File: src/rtl/repair_pkg.sv
// Package: shared state encoding for the repair escalation controller.
// Assumes: nothing beyond IEEE 1800-2017.
package repair_pkg;
    typedef enum logic [1:0] {
        ST_IDLE  = 2'd0,   // waiting for a test request
        ST_WAIT  = 2'd1,   // settle delay after a remedy
        ST_RECHK = 2'd2,   // one-cycle gain recheck
        ST_LOG   = 2'd3    // log record outstanding
    } esc_state_t;
endpackage

File: src/rtl/range_check.sv
// Module: inclusive signed range comparator.
// Assumes: LO <= HI; the value is a signed two's-complement reading.
module range_check #(
    parameter int W  = 12,
    parameter int LO = 0,
    parameter int HI = 0
) (
    input  logic signed [W-1:0] value,
    output logic                in_range
);
    // Purpose: flag a reading that lies inside [LO, HI].
    always_comb in_range = (int'(value) >= LO) && (int'(value) <= HI);
endmodule

File: src/rtl/tune_ladder.sv
// Module: tuning code and spare selection ladder.
// Each step advances the tuning code; past the last code it moves to the
// next sub-block and restarts the code at zero.
// Assumes: step is never asserted while exhausted is high.
module tune_ladder #(
    parameter int CODES = 8,
    parameter int UNITS = 4
) (
    input  logic                     clk,
    input  logic                     rst_n,
    input  logic                     step,
    output logic [$clog2(CODES)-1:0] tune_code,
    output logic [UNITS-1:0]         unit_sel,
    output logic                     exhausted
);
    localparam int TW = $clog2(CODES);
    localparam int UW = (UNITS > 1) ? $clog2(UNITS) : 1;
    localparam logic [TW-1:0] LAST_CODE = TW'(CODES - 1);
    localparam logic [UW-1:0] LAST_UNIT = UW'(UNITS - 1);

    logic [TW-1:0] code_q;
    logic [UW-1:0] unit_q;

    // Purpose: advance the ladder by one rung on each step.
    always_ff @(posedge clk) begin
        if (!rst_n) begin
            code_q <= '0;
            unit_q <= '0;
        end else if (step) begin
            if (code_q != LAST_CODE) begin
                code_q <= code_q + 1'b1;
            end else if (unit_q != LAST_UNIT) begin
                code_q <= '0;
                unit_q <= unit_q + 1'b1;
            end
        end
    end

    // Purpose: decode the unit index into a one-hot select.
    for (genvar i = 0; i < UNITS; i++) begin : g_sel
        assign unit_sel[i] = (unit_q == UW'(i));
    end

    assign tune_code = code_q;
    assign exhausted = (code_q == LAST_CODE) && (unit_q == LAST_UNIT);

    p_code_step_r5: assert property (@(posedge clk) disable iff (!rst_n)
        (step && code_q != LAST_CODE) |=> (code_q == $past(code_q) + 1'b1) && $stable(unit_q));
    p_spare_swap_r6: assert property (@(posedge clk) disable iff (!rst_n)
        (step && code_q == LAST_CODE && unit_q != LAST_UNIT) |=> (code_q == '0) && (unit_q == $past(unit_q) + 1'b1));
    p_hold_no_step_r7: assert property (@(posedge clk) disable iff (!rst_n)
        !step |=> $stable(code_q) && $stable(unit_q));
endmodule

File: src/rtl/log_port.sv
// Module: single-entry log record holder with a valid/ready handshake.
// Assumes: load is only asserted while the holder is empty or being drained.
module log_port #(
    parameter int GW = 12,
    parameter int TW = 10,
    parameter int VW = 13
) (
    input  logic                 clk,
    input  logic                 rst_n,
    input  logic                 load,
    input  logic signed [GW-1:0] d_gain,
    input  logic signed [TW-1:0] d_temp,
    input  logic signed [VW-1:0] d_volt,
    input  logic                 ready,
    output logic                 valid,
    output logic signed [GW-1:0] q_gain,
    output logic signed [TW-1:0] q_temp,
    output logic signed [VW-1:0] q_volt,
    output logic                 taken
);
    // Purpose: capture a record on load and release it on acceptance.
    always_ff @(posedge clk) begin
        if (!rst_n) begin
            valid  <= 1'b0;
            q_gain <= '0;
            q_temp <= '0;
            q_volt <= '0;
        end else if (load) begin
            valid  <= 1'b1;
            q_gain <= d_gain;
            q_temp <= d_temp;
            q_volt <= d_volt;
        end else if (valid && ready) begin
            valid <= 1'b0;
        end
    end

    assign taken = valid && ready;

    p_record_hold_r8: assert property (@(posedge clk) disable iff (!rst_n)
        (valid && !ready) |=> valid && $stable(q_gain) && $stable(q_temp) && $stable(q_volt));
endmodule

File: src/rtl/repair_escalator.sv
// Module: top of the escalating repair decision controller.
// On each test request it checks gain, temperature and supply. Healthy
// readings are logged; otherwise it restores conditions, then steps the
// tuning ladder after every failing recheck, and finally raises fatal.
// Assumes: monitor inputs are synchronous to clk; settle_cycles is stable
// during an episode.
module repair_escalator
    import repair_pkg::*;
#(
    parameter int GAIN_W     = 12,
    parameter int TEMP_W     = 10,
    parameter int VOLT_W     = 13,
    parameter int SETTLE_W   = 8,
    parameter int TUNE_CODES = 8,
    parameter int UNITS      = 4,
    parameter int GAIN_LO    = 190,
    parameter int GAIN_HI    = 210,
    parameter int TEMP_LO    = -50,
    parameter int TEMP_HI    = 150,
    parameter int VOLT_LO    = 1175,
    parameter int VOLT_HI    = 1225,
    parameter int TEMP_NOM   = 50,
    parameter int VOLT_NOM   = 1200
) (
    input  logic                          clk,
    input  logic                          rst_n,
    input  logic                          test_go,
    input  logic [SETTLE_W-1:0]           settle_cycles,
    input  logic signed [GAIN_W-1:0]      gain_in,
    input  logic signed [TEMP_W-1:0]      temp_in,
    input  logic signed [VOLT_W-1:0]      volt_in,
    output logic                          restore_cmd,
    output logic signed [TEMP_W-1:0]      temp_setpt,
    output logic signed [VOLT_W-1:0]      volt_setpt,
    output logic [$clog2(TUNE_CODES)-1:0] tune_code,
    output logic [UNITS-1:0]              unit_sel,
    output logic                          log_valid,
    input  logic                          log_ready,
    output logic signed [GAIN_W-1:0]      log_gain,
    output logic signed [TEMP_W-1:0]      log_temp,
    output logic signed [VOLT_W-1:0]      log_volt,
    output logic                          fatal
);
    esc_state_t          state;
    logic [SETTLE_W-1:0] wait_cnt;
    logic                go_pend;
    logic                gain_ok, temp_ok, volt_ok, all_ok;
    logic                start, log_load, tune_step, exhausted, log_taken;

    range_check #(.W(GAIN_W), .LO(GAIN_LO), .HI(GAIN_HI)) u_gain_rc (.value(gain_in), .in_range(gain_ok));
    range_check #(.W(TEMP_W), .LO(TEMP_LO), .HI(TEMP_HI)) u_temp_rc (.value(temp_in), .in_range(temp_ok));
    range_check #(.W(VOLT_W), .LO(VOLT_LO), .HI(VOLT_HI)) u_volt_rc (.value(volt_in), .in_range(volt_ok));

    // Purpose: combine the decisions taken in the current cycle.
    always_comb begin
        all_ok    = gain_ok && temp_ok && volt_ok;
        start     = (state == ST_IDLE) && (test_go || go_pend) && !fatal;
        log_load  = (start && all_ok) || ((state == ST_RECHK) && gain_ok);
        tune_step = (state == ST_RECHK) && !gain_ok && !exhausted;
    end

    tune_ladder #(.CODES(TUNE_CODES), .UNITS(UNITS)) u_ladder (
        .clk(clk), .rst_n(rst_n), .step(tune_step),
        .tune_code(tune_code), .unit_sel(unit_sel), .exhausted(exhausted)
    );

    log_port #(.GW(GAIN_W), .TW(TEMP_W), .VW(VOLT_W)) u_log (
        .clk(clk), .rst_n(rst_n), .load(log_load),
        .d_gain(gain_in), .d_temp(temp_in), .d_volt(volt_in),
        .ready(log_ready), .valid(log_valid),
        .q_gain(log_gain), .q_temp(log_temp), .q_volt(log_volt),
        .taken(log_taken)
    );

    // Purpose: sequence test passes, remedies, rechecks and the fatal stop.
    always_ff @(posedge clk) begin
        if (!rst_n) begin
            state       <= ST_IDLE;
            wait_cnt    <= '0;
            go_pend     <= 1'b0;
            restore_cmd <= 1'b0;
            fatal       <= 1'b0;
        end else begin
            restore_cmd <= 1'b0;
            go_pend     <= !fatal && !start && (go_pend || test_go);
            case (state)
                ST_IDLE: if (start) begin
                    if (all_ok) begin
                        state <= ST_LOG;
                    end else begin
                        restore_cmd <= 1'b1;
                        wait_cnt    <= settle_cycles;
                        state       <= ST_WAIT;
                    end
                end
                ST_WAIT: begin
                    if (wait_cnt == '0) state <= ST_RECHK;
                    else                wait_cnt <= wait_cnt - 1'b1;
                end
                ST_RECHK: begin
                    if (gain_ok) begin
                        state <= ST_LOG;
                    end else if (exhausted) begin
                        fatal <= 1'b1;
                        state <= ST_IDLE;
                    end else begin
                        wait_cnt <= settle_cycles;
                        state    <= ST_WAIT;
                    end
                end
                ST_LOG: if (log_taken) state <= ST_IDLE;
                default: state <= ST_IDLE;
            endcase
        end
    end

    assign temp_setpt = TEMP_W'(TEMP_NOM);
    assign volt_setpt = VOLT_W'(VOLT_NOM);

    p_restore_pulse_r3: assert property (@(posedge clk) disable iff (!rst_n)
        restore_cmd |=> !restore_cmd);
    p_fatal_sticky_r7: assert property (@(posedge clk) disable iff (!rst_n)
        fatal |=> fatal);
    p_fatal_exhausted_r7: assert property (@(posedge clk) disable iff (!rst_n)
        $rose(fatal) |-> exhausted);
    p_unit_onehot_r6: assert property (@(posedge clk) disable iff (!rst_n)
        $onehot(unit_sel));
    p_no_start_busy_r8: assert property (@(posedge clk) disable iff (!rst_n)
        (log_valid && !log_ready) |=> !restore_cmd);
endmodule

File: config.mk
export PLATFORM = sky130hd
export DESIGN_NAME = repair_escalator
export DESIGN_NICKNAME = d
export VERILOG_FILES = /design/src/rtl/repair_pkg.sv /design/src/rtl/range_check.sv /design/src/rtl/tune_ladder.sv /design/src/rtl/log_port.sv /design/src/rtl/repair_escalator.sv
export SDC_FILE = /design/constraint.sdc
export NUM_CORES = 1
export LEC_CHECK = 0
export CORE_AREA = 2 2 81 83
export CTS_BUF_LIST = sky130_fd_sc_hd__clkbuf_2 sky130_fd_sc_hd__clkbuf_4 sky130_fd_sc_hd__clkbuf_8
export DETAILED_ROUTE_END_ITERATION = 16
export DIE_AREA = 0 0 83 85
export PLACE_DENSITY = 0.94
export SETUP_SLACK_MARGIN = 0.2
export SLEW_MARGIN = 20
export SYNTH_ARGS = -nofsm -noshare
export SYNTH_HDL_FRONTEND = slang
export SYNTH_HIERARCHICAL = 1
export SYNTH_SLANG_ARGS = --single-unit
File: constraint.sdc
create_clock -name clk -period 6.8 [get_ports clk]
set_input_delay 1.7 -clock clk [delete_from_list [all_inputs] [get_ports clk]]
set_output_delay 1.7 -clock clk [all_outputs]
set_load 0.1 [all_outputs]
==> Flow_metrics.wiki <==
{| class="wikitable"
! Metric !! Value
|-
| Portion of the clock cycle consumed by the worst path in the final layout || 0.5601
|-
| DRT antenna net count || 0
|-
| IR drop worst, VDD || approximately 0.00013 V
|-
| DRT Pass-1 Iters || 4
|-
| Wire length per cell after detailed routing || 14.04 um
|-
| Setup TNS || 0 ns
|-
| Total Routed Length || 6.529 mm
|-
| Arr. time, crit path || 2.11 ns
|-
| CTS Hold Bufs || 0
|-
| Post-Route Hold Slack || roughly 0.47 ns
|-
| Seq cells post-synth || 54
|-
| Result of the run || finished, final reports clean
|-
| Required time reported for the critical path endpoint || 5.10 ns
|-
| Multi-input logic area || 0.001535 mm2
|-
| Overall die area || 0.007055 mm2
|-
| TritonCTS sink count || between 50 and 60
|-
| Beginning of the worst register-to-register path || u_ladder/tune_code[0]$_SDFFE_PN0P_
|-
| Setup crit end || unit_sel[3]
|-
| Largest net degree at the start of global routing || 30
|-
| CTS H-tree lvls || 2
|-
| Number of global-route vias before repair || roughly 2400
|-
| Initial drt markers || 111
|-
| Dominant synthesized flop cell || sky130_fd_sc_hd__dfxtp_1
|-
| Sequence of cells on the critical path || ha_1 > clkdlybuf4s50_1
|-
| Global placement routability congestion || 0.8737
|-
| Post-layout net count || ~440
|-
| Worst path buffer plus inverter count || 1
|-
| Crit. Startpoint || u_ladder/unit_q[0]$_SDFFE_PN0P_
|-
| DRC || 0
|-
| Slowest cell on crit path || sky130_fd_sc_hd__clkdlybuf4s50_1
|-
| CTS tree || built
|-
| Crit path time final || 3.808 ns
|-
| Antenna Diode Count || 0
|-
| Wire length of the first global-routing pass || approximately 11 mm
|-
| Sequential area share after synthesis || 0.3771
|-
| Worst setup path category || flip-flop to primary output
|-
| Largest incremental delay on the critical path || 1.15 ns
|-
| Via count || 2398
|-
| Gr busiest metal || met2
|-
| R2r endpoint || wait_cnt[2]$_SDFFE_PN0P_
|-
| Hold violation count in the final report || 0
|-
| Netlist area before placement || 0.002866 mm2
|-
| Share of post-route cells with drive strength above 1 || 0.04897
|-
| Count of endpoints failing setup in the final report || 0
|-
| Post-synth EDFFs || 0
|-
| Die Y-Extent || 85 um
|-
| Number of vias per cell after detailed routing || between 5 and 6
|-
| HPWL after detailed placement || 4.991 mm
|-
| Clock edge transition at the registers on the reported setup and hold paths || 0.10 ns
|-
| Die extent in x || 83 um
|-
| Maximum buffer depth of the clock tree || 2
|-
| Met3 routing resource usage after global routing || 0.05934
|-
| Starting density of the core || 0.4620
|-
| Number of instances resized during post-cts repair || 0
|-
| Port Buffers || 91
|-
| Post-Synthesis Cells || 303
|-
| # rows || 29
|-
| Clock tree root driver cell || sky130_fd_sc_hd__clkbuf_8
|-
| Worst-skew pair later-pin latency || 0.31 ns
|-
| Met1 demand-to-capacity share in global routing || 0.2083
|-
| Count of distinct cell types in the synthesized netlist || 53
|-
| Area of the placeable core || 0.006205 mm2
|-
| F_max || 262.6 MHz
|-
| CP Depth || 2
|-
| Register-to-register path setup slack || 4.55 ns
|-
| Worst slew margin relative to its limit || 0.3274
|-
| Total power density per cell area || 203.3 mW/mm2
|-
| Overall routing resource usage || 0.1839
|-
| Layout filler cell count || 536
|-
| Residual overflow from global routing || 0
|-
| Synth Warn # || 6
|-
| Category of the worst setup path capture point || primary output
|-
| Leakage || approximately 1.3 nW
|-
| Startpoint type of the worst setup path || flip-flop
|-
| Async S/R FF share, synth || 0
|-
| Final slew viol count || 0
|-
| Unrepaired setup endpoints after global routing || no
|-
| Delay-heaviest family, CP || buffers and inverters
|-
| Hold Crit Start || wait_cnt[6]$_SDFFE_PN0P_
|-
| Worst-case clock skew || 0.009236 ns
|-
| Average footprint of a synthesized cell || 9.460 um2
|-
| Worst hold path class || flip-flop to flip-flop
|-
| Layout Area Growth over Synthesis || 31.03%
|-
| Number of buffers created by CTS || 5
|-
| Initial antenna violation count || 0
|-
| Global routing met2 resource utilization || 0.3299
|-
| Worst Path Max Fanout || 5
|-
| Buffers inserted during post-CTS setup optimization || 0
|-
| Actual slew at the worst max-slew pin || 1.006 ns
|-
| I/O pin total || 115
|-
| Reg2Reg Depth || 7
|-
| FF+latch area || 0.001081 mm2
|-
| MaxCap Viol Count || 0
|}
[how the worst min path moves through the flow]
stage	to	slack, ns	depth (start not counted)
5_1_grt	wait_cnt[7]$_SDFFE_PN0P_	0.48	2
2_1_floorplan	wait_cnt[7]$_SDFFE_PN0P_	0.44	2
4_1_cts	wait_cnt[7]$_SDFFE_PN0P_	0.47	2
3_5_place_dp	wait_cnt[7]$_SDFFE_PN0P_	0.46	2
3_3_place_gp	wait_cnt[7]$_SDFFE_PN0P_	0.45	2
6_report	wait_cnt[6]$_SDFFE_PN0P_	0.47	2
[final cells by class]
cell class	count	area share
Multi-Input combinational cell	226	0.4087
Sequential cell	54	0.2878
Timing Repair Buffer	94	0.2485
Tap cell	77	0.02565
Clock buffer	5	0.01832
Inverter	6	0.005996
Clock inverter	3	0.004997
[cell usage after synthesis, types with 3 or more instances]
cell type | n | share of area
sky130_fd_sc_hd__nand2_1 | 25 | 0.033
sky130_fd_sc_hd__nor2b_1 | 38 | 0.083
sky130_fd_sc_hd__a31oi_1 | 3 | 0.0065
sky130_fd_sc_hd__mux2i_1 | 38 | 0.13
sky130_fd_sc_hd__dfxtp_1 | 54 | 0.38
sky130_fd_sc_hd__buf_4 | 23 | 0.060
sky130_fd_sc_hd__ha_1 | 8 | 0.035
sky130_fd_sc_hd__nor3_1 | 3 | 0.0052
sky130_fd_sc_hd__nand2b_1 | 7 | 0.015
sky130_fd_sc_hd__buf_2 | 3 | 0.0052
sky130_fd_sc_hd__nor2_1 | 12 | 0.016
sky130_fd_sc_hd__clkbuf_1 | 5 | 0.0065
sky130_fd_sc_hd__buf_6 | 4 | 0.016
sky130_fd_sc_hd__buf_12 | 3 | 0.021
sky130_fd_sc_hd__o32ai_1 | 5 | 0.015
sky130_fd_sc_hd__nand4_1 | 3 | 0.0065
sky130_fd_sc_hd__inv_1 | 5 | 0.0065
sky130_fd_sc_hd__nand3_1 | 5 | 0.0087
sky130_fd_sc_hd__nor3b_1 | 3 | 0.0079
sky130_fd_sc_hd__o21a_1 | 3 | 0.0079
sky130_fd_sc_hd__a21oi_1 | 12 | 0.021
[state kept, by name, indices dropped and copies added (netlist names), 2 cells and up]
name / count
u_ladder/unit_q: 2
state: 2
u_log/q_volt: 13
wait_cnt: 8
u_log/q_temp: 10
u_log/q_gain: 12
u_ladder/tune_code: 3
[metal layers]
layer / routed length (um) / share of wire
met5: 0 / 0
met4: 89 / 0.014
met3: 441 / 0.068
met2: 3268 / 0.50
met1: 2729 / 0.42
[tightest hold or removal path: cells and delay by family, from the launching register on]
kind | cells | cell delay, ns
flops | 1 | 0.33
simple gates | 1 | 0.06
compound gates | 1 | 0.05
[report_power, final]
| group | total, mW | internal (mW) | switching [mW] |
|---|---|---|---|
| registers | 0.349 | 0.332 | 0.0170 |
| logic | 0.236 | 0.0820 | 0.154 |
| clock network | 0.178 | 0.0728 | 0.106 |
[cell usage in the layout (no fill, tap or decap), types with 3 or more instances in the layout]
cell type	n
sky130_fd_sc_hd__o32ai_1	5
sky130_fd_sc_hd__dfxtp_1	54
sky130_fd_sc_hd__nand3_1	5
sky130_fd_sc_hd__nand4_1	3
sky130_fd_sc_hd__clkdlybuf4s50_1	91
sky130_fd_sc_hd__nand2_1	25
sky130_fd_sc_hd__nor2b_1	38
sky130_fd_sc_hd__inv_1	5
sky130_fd_sc_hd__a31oi_1	3
sky130_fd_sc_hd__nor2_1	12
sky130_fd_sc_hd__mux2i_1	38
sky130_fd_sc_hd__nor3_1	3
sky130_fd_sc_hd__a21oi_1	12
sky130_fd_sc_hd__conb_1	23
sky130_fd_sc_hd__o21a_1	3
sky130_fd_sc_hd__nand2b_1	7
sky130_fd_sc_hd__ha_1	8
sky130_fd_sc_hd__clkbuf_8	5
sky130_fd_sc_hd__buf_4	3
[cell families (layout without fill, tap and decap cells)]
kind of cell | after synthesis | in the layout | share of synthesized area
AOI/OAI and AO/OA | 50 | 50 | 0.1283
adders and majority gates | 8 | 8 | 0.03492
buffers and inverters | 44 | 108 | 0.1165
DFF | 54 | 54 | 0.3771
muxes | 38 | 38 | 0.1327
other | 2 | 23 | 0.002620
and+or+nand+nor | 107 | 107 | 0.2078
[stage by stage]
stage	area [um2]	utilization	worst slack (ns)	instances	total power, mW
after detailed placement	3669	0.5912	2.713	457	0.5896
after global routing	3756	0.6054	2.908	465	0.8032
after global placement	3669	0.5912	2.796	457	0.5847
after floorplan	2945	-	3.416	324	0.5492
final	3756	0.6054	2.992	465	0.7638
after CTS	3756	0.6054	2.973	465	0.7670
Power figures use the tool's default switching activity.
